[config.mk]
export PLATFORM = sky130hd
export DESIGN_NAME = psr_field_writer
export DESIGN_NICKNAME = d
export VERILOG_FILES = /design/src/rtl/psr_pkg.sv /design/src/rtl/psr_operand_sel.sv /design/src/rtl/psr_field_mask.sv /design/src/rtl/psr_cur_reg.sv /design/src/rtl/psr_saved_reg.sv /design/src/rtl/psr_field_writer.sv
export SDC_FILE = /design/constraint.sdc
export NUM_CORES = 1
export LEC_CHECK = 0
export BUFFER_PORTS_ARGS = -buffer_cell sky130_fd_sc_hd__buf_2
export CAP_MARGIN = 10
export CORE_MARGIN = 2
export CORE_UTILIZATION = 55
export CTS_BUF_LIST = sky130_fd_sc_hd__clkbuf_16
export CTS_CLUSTER_SIZE = 20
export DETAILED_ROUTE_END_ITERATION = 6
export GPL_ROUTABILITY_DRIVEN = 0
export HOLD_SLACK_MARGIN = 0.05
export PLACE_DENSITY = 0.83
export SLEW_MARGIN = 20
export SYNTH_ARGS = -nofsm -noshare
export SYNTH_HDL_FRONTEND = slang
export SYNTH_HIERARCHICAL = 1
export SYNTH_SLANG_ARGS = --single-unit
[constraint.sdc]
create_clock -name clk -period 2.6 [get_ports clk]
set_clock_uncertainty 0.15 [all_clocks]
set_input_delay 0.13 -clock clk [delete_from_list [all_inputs] [get_ports clk]]
set_output_delay 0.13 -clock clk [all_outputs]
set_load 0.02 [all_outputs]
[src/rtl/psr_pkg.sv]
// Package: shared constants for the status word field writer.
// Assumes a 32-bit status word whose mode field occupies bits 4:0.
package psr_pkg;
    localparam int XLEN = 32;
    localparam int MODE_W = 5;

    localparam logic [XLEN-1:0] FLAGS_BYTE = 32'hFF00_0000;
    localparam logic [XLEN-1:0] CTRL_BYTE  = 32'h0000_00FF;
    localparam logic [XLEN-1:0] COND_BITS  = 32'hF000_0000;
    localparam logic [XLEN-1:0] PRIV_BITS  = 32'h0000_00CF;
    localparam logic [XLEN-1:0] STATE_BIT  = 32'h0000_0020;
    localparam logic [XLEN-1:0] MODE_HIGH  = 32'h0000_0010;
    localparam logic [XLEN-1:0] DEFINED_BITS = COND_BITS | PRIV_BITS | STATE_BIT;

    localparam logic [MODE_W-1:0] USER_MODE = 5'b10000;

    localparam logic [XLEN-1:0] CUR_RESET   = 32'h0000_00D3;
    localparam logic [XLEN-1:0] SAVED_RESET = 32'h0000_0010;
endpackage

[src/rtl/psr_operand_sel.sv]
// Module: picks the write operand, either the register value or an
// immediate rotated right by twice the rotate field.
// Assumes 2*(2**ROT_W - 1) < XLEN so a single rotation suffices.
module psr_operand_sel #(
    parameter int XLEN  = 32,
    parameter int IMM_W = 8,
    parameter int ROT_W = 4
) (
    input  logic             use_imm,
    input  logic [XLEN-1:0]  reg_operand,
    input  logic [IMM_W-1:0] imm,
    input  logic [ROT_W-1:0] rot,
    output logic [XLEN-1:0]  operand
);
    localparam int AMT_W = ROT_W + 1;

    logic [AMT_W-1:0]  rot_amt;
    logic [XLEN-1:0]   imm_ext;
    logic [2*XLEN-1:0] doubled;
    logic [2*XLEN-1:0] shifted;

    // Rotate the zero-extended immediate by shifting a doubled copy.
    always_comb begin
        rot_amt = {rot, 1'b0};
        imm_ext = XLEN'(imm);
        doubled = {imm_ext, imm_ext};
        shifted = doubled >> rot_amt;
        operand = use_imm ? shifted[XLEN-1:0] : reg_operand;
    end
endmodule

[src/rtl/psr_field_mask.sv]
// Module: turns the two byte selects into the bit masks applied to the
// current and saved words; privileged control bits are dropped from the
// current-word mask while the held mode is user.
// Assumes the caller supplies in_user from the current word itself.
module psr_field_mask
    import psr_pkg::*;
(
    input  logic            sel_flags,
    input  logic            sel_ctrl,
    input  logic            in_user,
    output logic [XLEN-1:0] cur_mask,
    output logic [XLEN-1:0] saved_mask
);
    logic [XLEN-1:0] byte_mask;

    // Build the byte mask, then gate it per target.
    always_comb begin
        byte_mask = (sel_flags ? FLAGS_BYTE : '0) | (sel_ctrl ? CTRL_BYTE : '0);
        saved_mask = byte_mask & DEFINED_BITS;
        cur_mask = (sel_flags ? COND_BITS : '0)
                 | (sel_ctrl ? STATE_BIT : '0)
                 | ((sel_ctrl && !in_user) ? PRIV_BITS : '0);
    end
endmodule

[src/rtl/psr_cur_reg.sv]
// Module: current status word register and mode-change strobe.
// Assumes mask never covers bit 4; that bit is forced to one on every write.
module psr_cur_reg
    import psr_pkg::*;
(
    input  logic            clk,
    input  logic            rst_n,
    input  logic            wr,
    input  logic [XLEN-1:0] mask,
    input  logic [XLEN-1:0] operand,
    output logic [XLEN-1:0] cur_q,
    output logic            mode_chg
);
    logic [XLEN-1:0] cur_next;

    // Merge the operand into the enabled bits and pin the mode high bit.
    always_comb begin
        cur_next = (cur_q & ~mask) | (operand & mask) | MODE_HIGH;
    end

    // Hold the word; strobe when a write moves the mode field.
    always_ff @(posedge clk) begin
        if (!rst_n) begin
            cur_q    <= CUR_RESET;
            mode_chg <= 1'b0;
        end else begin
            mode_chg <= wr && (cur_next[MODE_W-1:0] != cur_q[MODE_W-1:0]);
            if (wr) begin
                cur_q <= cur_next;
            end
        end
    end


    mid_bits_chk: assert property (@(posedge clk) disable iff (!rst_n)
        $stable(cur_q[27:8]));

    mode_high_chk: assert property (@(posedge clk) disable iff (!rst_n)
        cur_q[4]);

    user_lock_chk: assert property (@(posedge clk) disable iff (!rst_n)
        (wr && cur_q[MODE_W-1:0] == USER_MODE) |=> ($stable(cur_q[7:6]) && $stable(cur_q[3:0]) && !mode_chg));

    mode_pulse_chk: assert property (@(posedge clk) disable iff (!rst_n)
        mode_chg |-> (cur_q[MODE_W-1:0] != $past(cur_q[MODE_W-1:0])));

    quiet_strobe_chk: assert property (@(posedge clk) disable iff (!rst_n)
        !wr |=> !mode_chg);

    cur_idle_chk: assert property (@(posedge clk) disable iff (!rst_n)
        !wr |=> $stable(cur_q));
endmodule

[src/rtl/psr_saved_reg.sv]
// Module: saved status word register.
// Assumes mask is already limited to the defined bits; bit 4 is set on
// every write regardless of mask.
module psr_saved_reg
    import psr_pkg::*;
(
    input  logic            clk,
    input  logic            rst_n,
    input  logic            wr,
    input  logic [XLEN-1:0] mask,
    input  logic [XLEN-1:0] operand,
    output logic [XLEN-1:0] saved_q
);
    // Load the merged value on a write, otherwise hold.
    always_ff @(posedge clk) begin
        if (!rst_n) begin
            saved_q <= SAVED_RESET;
        end else if (wr) begin
            saved_q <= (saved_q & ~mask) | (operand & mask) | MODE_HIGH;
        end
    end


    saved_bit4_chk: assert property (@(posedge clk) disable iff (!rst_n)
        wr |=> saved_q[4]);

    saved_hidden_chk: assert property (@(posedge clk) disable iff (!rst_n)
        $stable(saved_q[27:8]));

    saved_idle_chk: assert property (@(posedge clk) disable iff (!rst_n)
        !wr |=> $stable(saved_q));
endmodule

[src/rtl/psr_field_writer.sv]
// Module: top of the status word field writer. Selects the operand,
// derives per-target masks and updates the current or saved word.
// Assumes one operation per cycle, presented with wr_en at a clock edge.
module psr_field_writer
    import psr_pkg::*;
#(
    parameter int IMM_W = 8,
    parameter int ROT_W = 4
) (
    input  logic             clk,
    input  logic             rst_n,
    input  logic             wr_en,
    input  logic             to_saved,
    input  logic             sel_flags,
    input  logic             sel_ctrl,
    input  logic             use_imm,
    input  logic [XLEN-1:0]  reg_operand,
    input  logic [IMM_W-1:0] imm8,
    input  logic [ROT_W-1:0] rot4,
    output logic [XLEN-1:0]  cur_psr,
    output logic [XLEN-1:0]  saved_psr,
    output logic             mode_chg
);
    logic [XLEN-1:0] operand;
    logic [XLEN-1:0] cur_mask;
    logic [XLEN-1:0] saved_mask;
    logic            in_user;
    logic            cur_wr;
    logic            saved_wr;

    // Route the write to one target and read privilege from the held mode.
    always_comb begin
        cur_wr   = wr_en && !to_saved;
        saved_wr = wr_en && to_saved;
        in_user  = (cur_psr[MODE_W-1:0] == USER_MODE);
    end

    psr_operand_sel #(.XLEN(XLEN), .IMM_W(IMM_W), .ROT_W(ROT_W)) u_opsel (
        .use_imm     (use_imm),
        .reg_operand (reg_operand),
        .imm         (imm8),
        .rot         (rot4),
        .operand     (operand)
    );

    psr_field_mask u_mask (
        .sel_flags  (sel_flags),
        .sel_ctrl   (sel_ctrl),
        .in_user    (in_user),
        .cur_mask   (cur_mask),
        .saved_mask (saved_mask)
    );

    psr_cur_reg u_cur (
        .clk      (clk),
        .rst_n    (rst_n),
        .wr       (cur_wr),
        .mask     (cur_mask),
        .operand  (operand),
        .cur_q    (cur_psr),
        .mode_chg (mode_chg)
    );

    psr_saved_reg u_saved (
        .clk     (clk),
        .rst_n   (rst_n),
        .wr      (saved_wr),
        .mask    (saved_mask),
        .operand (operand),
        .saved_q (saved_psr)
    );


    cur_untouched_chk: assert property (@(posedge clk) disable iff (!rst_n)
        (wr_en && to_saved) |=> $stable(cur_psr));

    saved_untouched_chk: assert property (@(posedge clk) disable iff (!rst_n)
        (wr_en && !to_saved) |=> $stable(saved_psr));
endmodule

==> metrics.md <==
| Metric | Value |
|---|---|
| CTS tree | `yes` |
| Placed cell area | `4370 um^2` |
| Final period utilization | `74.1%` |
| Cells on worst reg2reg path | `7` |
| Worst path arrival time | `1980 ps` |
| Die Wd | `90.6 um` |
| Post-layout minimum cycle time | `1930 ps` |
| GRT Overall Usage | `25.1%` |
| Layout cells sized above 1 | `23.7%` |
| Antenna Cells | `0` |
| Worst Path Class, Setup | `reg2reg` |
| Fill cells | `668` |
| # IOs | `116` |
| Vias | `3,770` |
| Unrepaired setup endpoints after global routing | `false` |
| Area of the multi-input gates | `2360 um^2` |
| Capture point of the critical path | `u_cur/mode_chg` |
| R2R setup slack | `670 ps` |
| Core area | `7250 um^2` |
| Initial Util | `56.9%` |
| VDD IR max | `291 uV` |
| CP max-delay cell | `dfxtp_1` |
| Global-route wire length before repair | `16,500 um` |
| Largest net degree at the start of global routing | `95` |
| Initial antenna violation count | `0` |
| Clk sink count | `63` |
| Setup Viol. Count Final | `0` |
| Synthesis-to-layout area growth | `13.3%` |
| Post-DP HPWL | `7340 um` |
| H-tree depth | `3` |
| Grt ovf | `0` |
| Vias in the first global route | `3,500` |
| Longest Clk Path Bufs | `2` |
| Setup crit start | `u_cur/cur_q[1]` |
| R2R Path Start | `u_cur/cur_q[1]` |
| DR WL/cell | `14.2 um` |
| Nets | `663` |
| CTS Buf Count | `9` |
| Gate Count Post-Synth | `535` |
| Clk Tree Root Cell | `clkbuf_16` |
| Worst skew pair latency | `320 ps` |
| Worst EP required | `2660 ps` |
| Hold violation count in the final report | `0` |
| Crit path depth | `7` |
| Status | `completed` |
| Detail Route Antenna Nets | `0` |
| Final instance area | `4670 um^2` |
| Worst hold path class | `in2reg` |
| Initial drt markers | `351` |
| Clock transition at the registers of the reported paths | `50 ps` |
| Storage element area | `1260 um^2` |
| Fmax achieved | `519 MHz` |
| Worst slew pin tran | `882 ps` |
| Cts repair resizes | `0` |
| # DRC | `0` |
| Full die area | `8210 um^2` |
| Post-Syn Area | `4130 um^2` |
| FF-to-FF End | `u_cur/mode_chg` |
| Vias per inst | `5.27` |
| CP delay by family, top | `simple AND/OR/NAND/NOR gates` |
| P per Cell Area | `548 nW/um^2` |
| Critical Path Sink Type | `flip-flop` |
| Final slew viol count | `0` |
| Setup TNS | `0 ps` |
| Worst Setup Start Kind | `flip-flop` |
| Syn avg cell area | `7.71 um^2` |
| Buffers & Inverters on Critical Path | `0` |
| Final wirelength | `10,200 um` |
| Warnings from Yosys | `6` |
| Num rows | `31` |
| Maximum fanout along the worst path | `20` |
| DR pass1 iterations | `5` |
| Crit-path max cell delay | `340 ps` |
| Die Y | `90.6 um` |
| Slew HR | `41.2%` |
| Leak pwr | `2.25 nW` |
| CP cell instances | `nor4_1 -> and2_1 -> nor2b_4 -> and3b_1 -> a31oi_1 -> nand3_1 -> o311a_1` |
| Max cap viols | `0` |
| Port Buffers | `112` |
-- worst min path at each step --
stage	end	from	slack [ps]	cells past startpoint
final	u_cur/mode_chg	to_saved	110	3
after CTS	u_cur/mode_chg	to_saved	100	3
after global routing	u_cur/mode_chg	to_saved	140	3
after global placement	flip-flop	flip-flop	290	2
after floorplan	flip-flop	rst_n	130	1
after detailed placement	flip-flop	flip-flop	300	2
-- worst register-to-register path: cells and delay by family, from the launching register on --
kind / cells / cell delay, ps
and+or+nand+nor: 5 / 890
AOI/OAI and AO/OA: 2 / 430
DFF: 1 / 340
-- layout make-up --
type | instances | share of cell area, %
Clock inverter | 7 | 1.21
Multi-Input combinational cell | 416 | 50.5
Tap cell | 99 | 2.65
Inverter | 2 | 0.161
Clock buffer | 9 | 4.82
Timing Repair Buffer | 120 | 13.7
Sequential cell | 63 | 27.0
-- placed cells by master, fill, tap and decap left out, drive strengths merged, types with 2 or more instances in the layout --
| master | instances |
|---|---|
| nor2 | 6 |
| dfxtp | 63 |
| and2 | 7 |
| and3 | 2 |
| conb | 42 |
| nand2 | 168 |
| mux2i | 33 |
| nand2b | 12 |
| nand3 | 38 |
| clkbuf | 9 |
| a21boi | 27 |
| mux2 | 7 |
| clkinv | 4 |
| o221ai | 8 |
| dlygate4sd3 | 2 |
| nor2b | 29 |
| o22ai | 2 |
| a21oi | 2 |
| a221o | 23 |
| buf | 118 |
| nand3b | 2 |
| inv | 4 |
-- where the power goes --
group          total [mW]  internal [mW]  switching (mW)  leakage [nW]
clock                1.14          0.725           0.410         0.149
sequential           1.01          0.994          0.0154         0.511
combinational       0.418          0.161           0.257          1.59
total                2.56           1.88           0.683          2.25
-- stage by stage --
step	utilization, %	instances	setup WS, ps	hold WS, ps	total power [mW]
floorplan	-	574	689	134	1.38
global placement	60.3	698	545	291	1.42
detailed placement	60.3	698	458	301	1.43
CTS	64.4	716	673	95.2	2.58
global route	64.4	716	564	139	2.68
finish	64.4	716	674	111	2.56
-- what timing repair did --
item                                   4_1_cts  5_1_grt
buffers inserted                             0        0
endpoints found under the hold margin       16        0
hold buffers                                 2        0
-- per-layer routing --
metal	GRT usage [%]	up-vias	routed length [um]	part of all wire, %
met5	0	-	0	0
met4	11.4	0	246	2.4
met3	6.18	18	687	6.7
met2	40.7	156	4820	47
met1	31.5	1738	4430	43
li1	-	1858	-	-
Note: power is estimated with default switching activity, not from simulation.
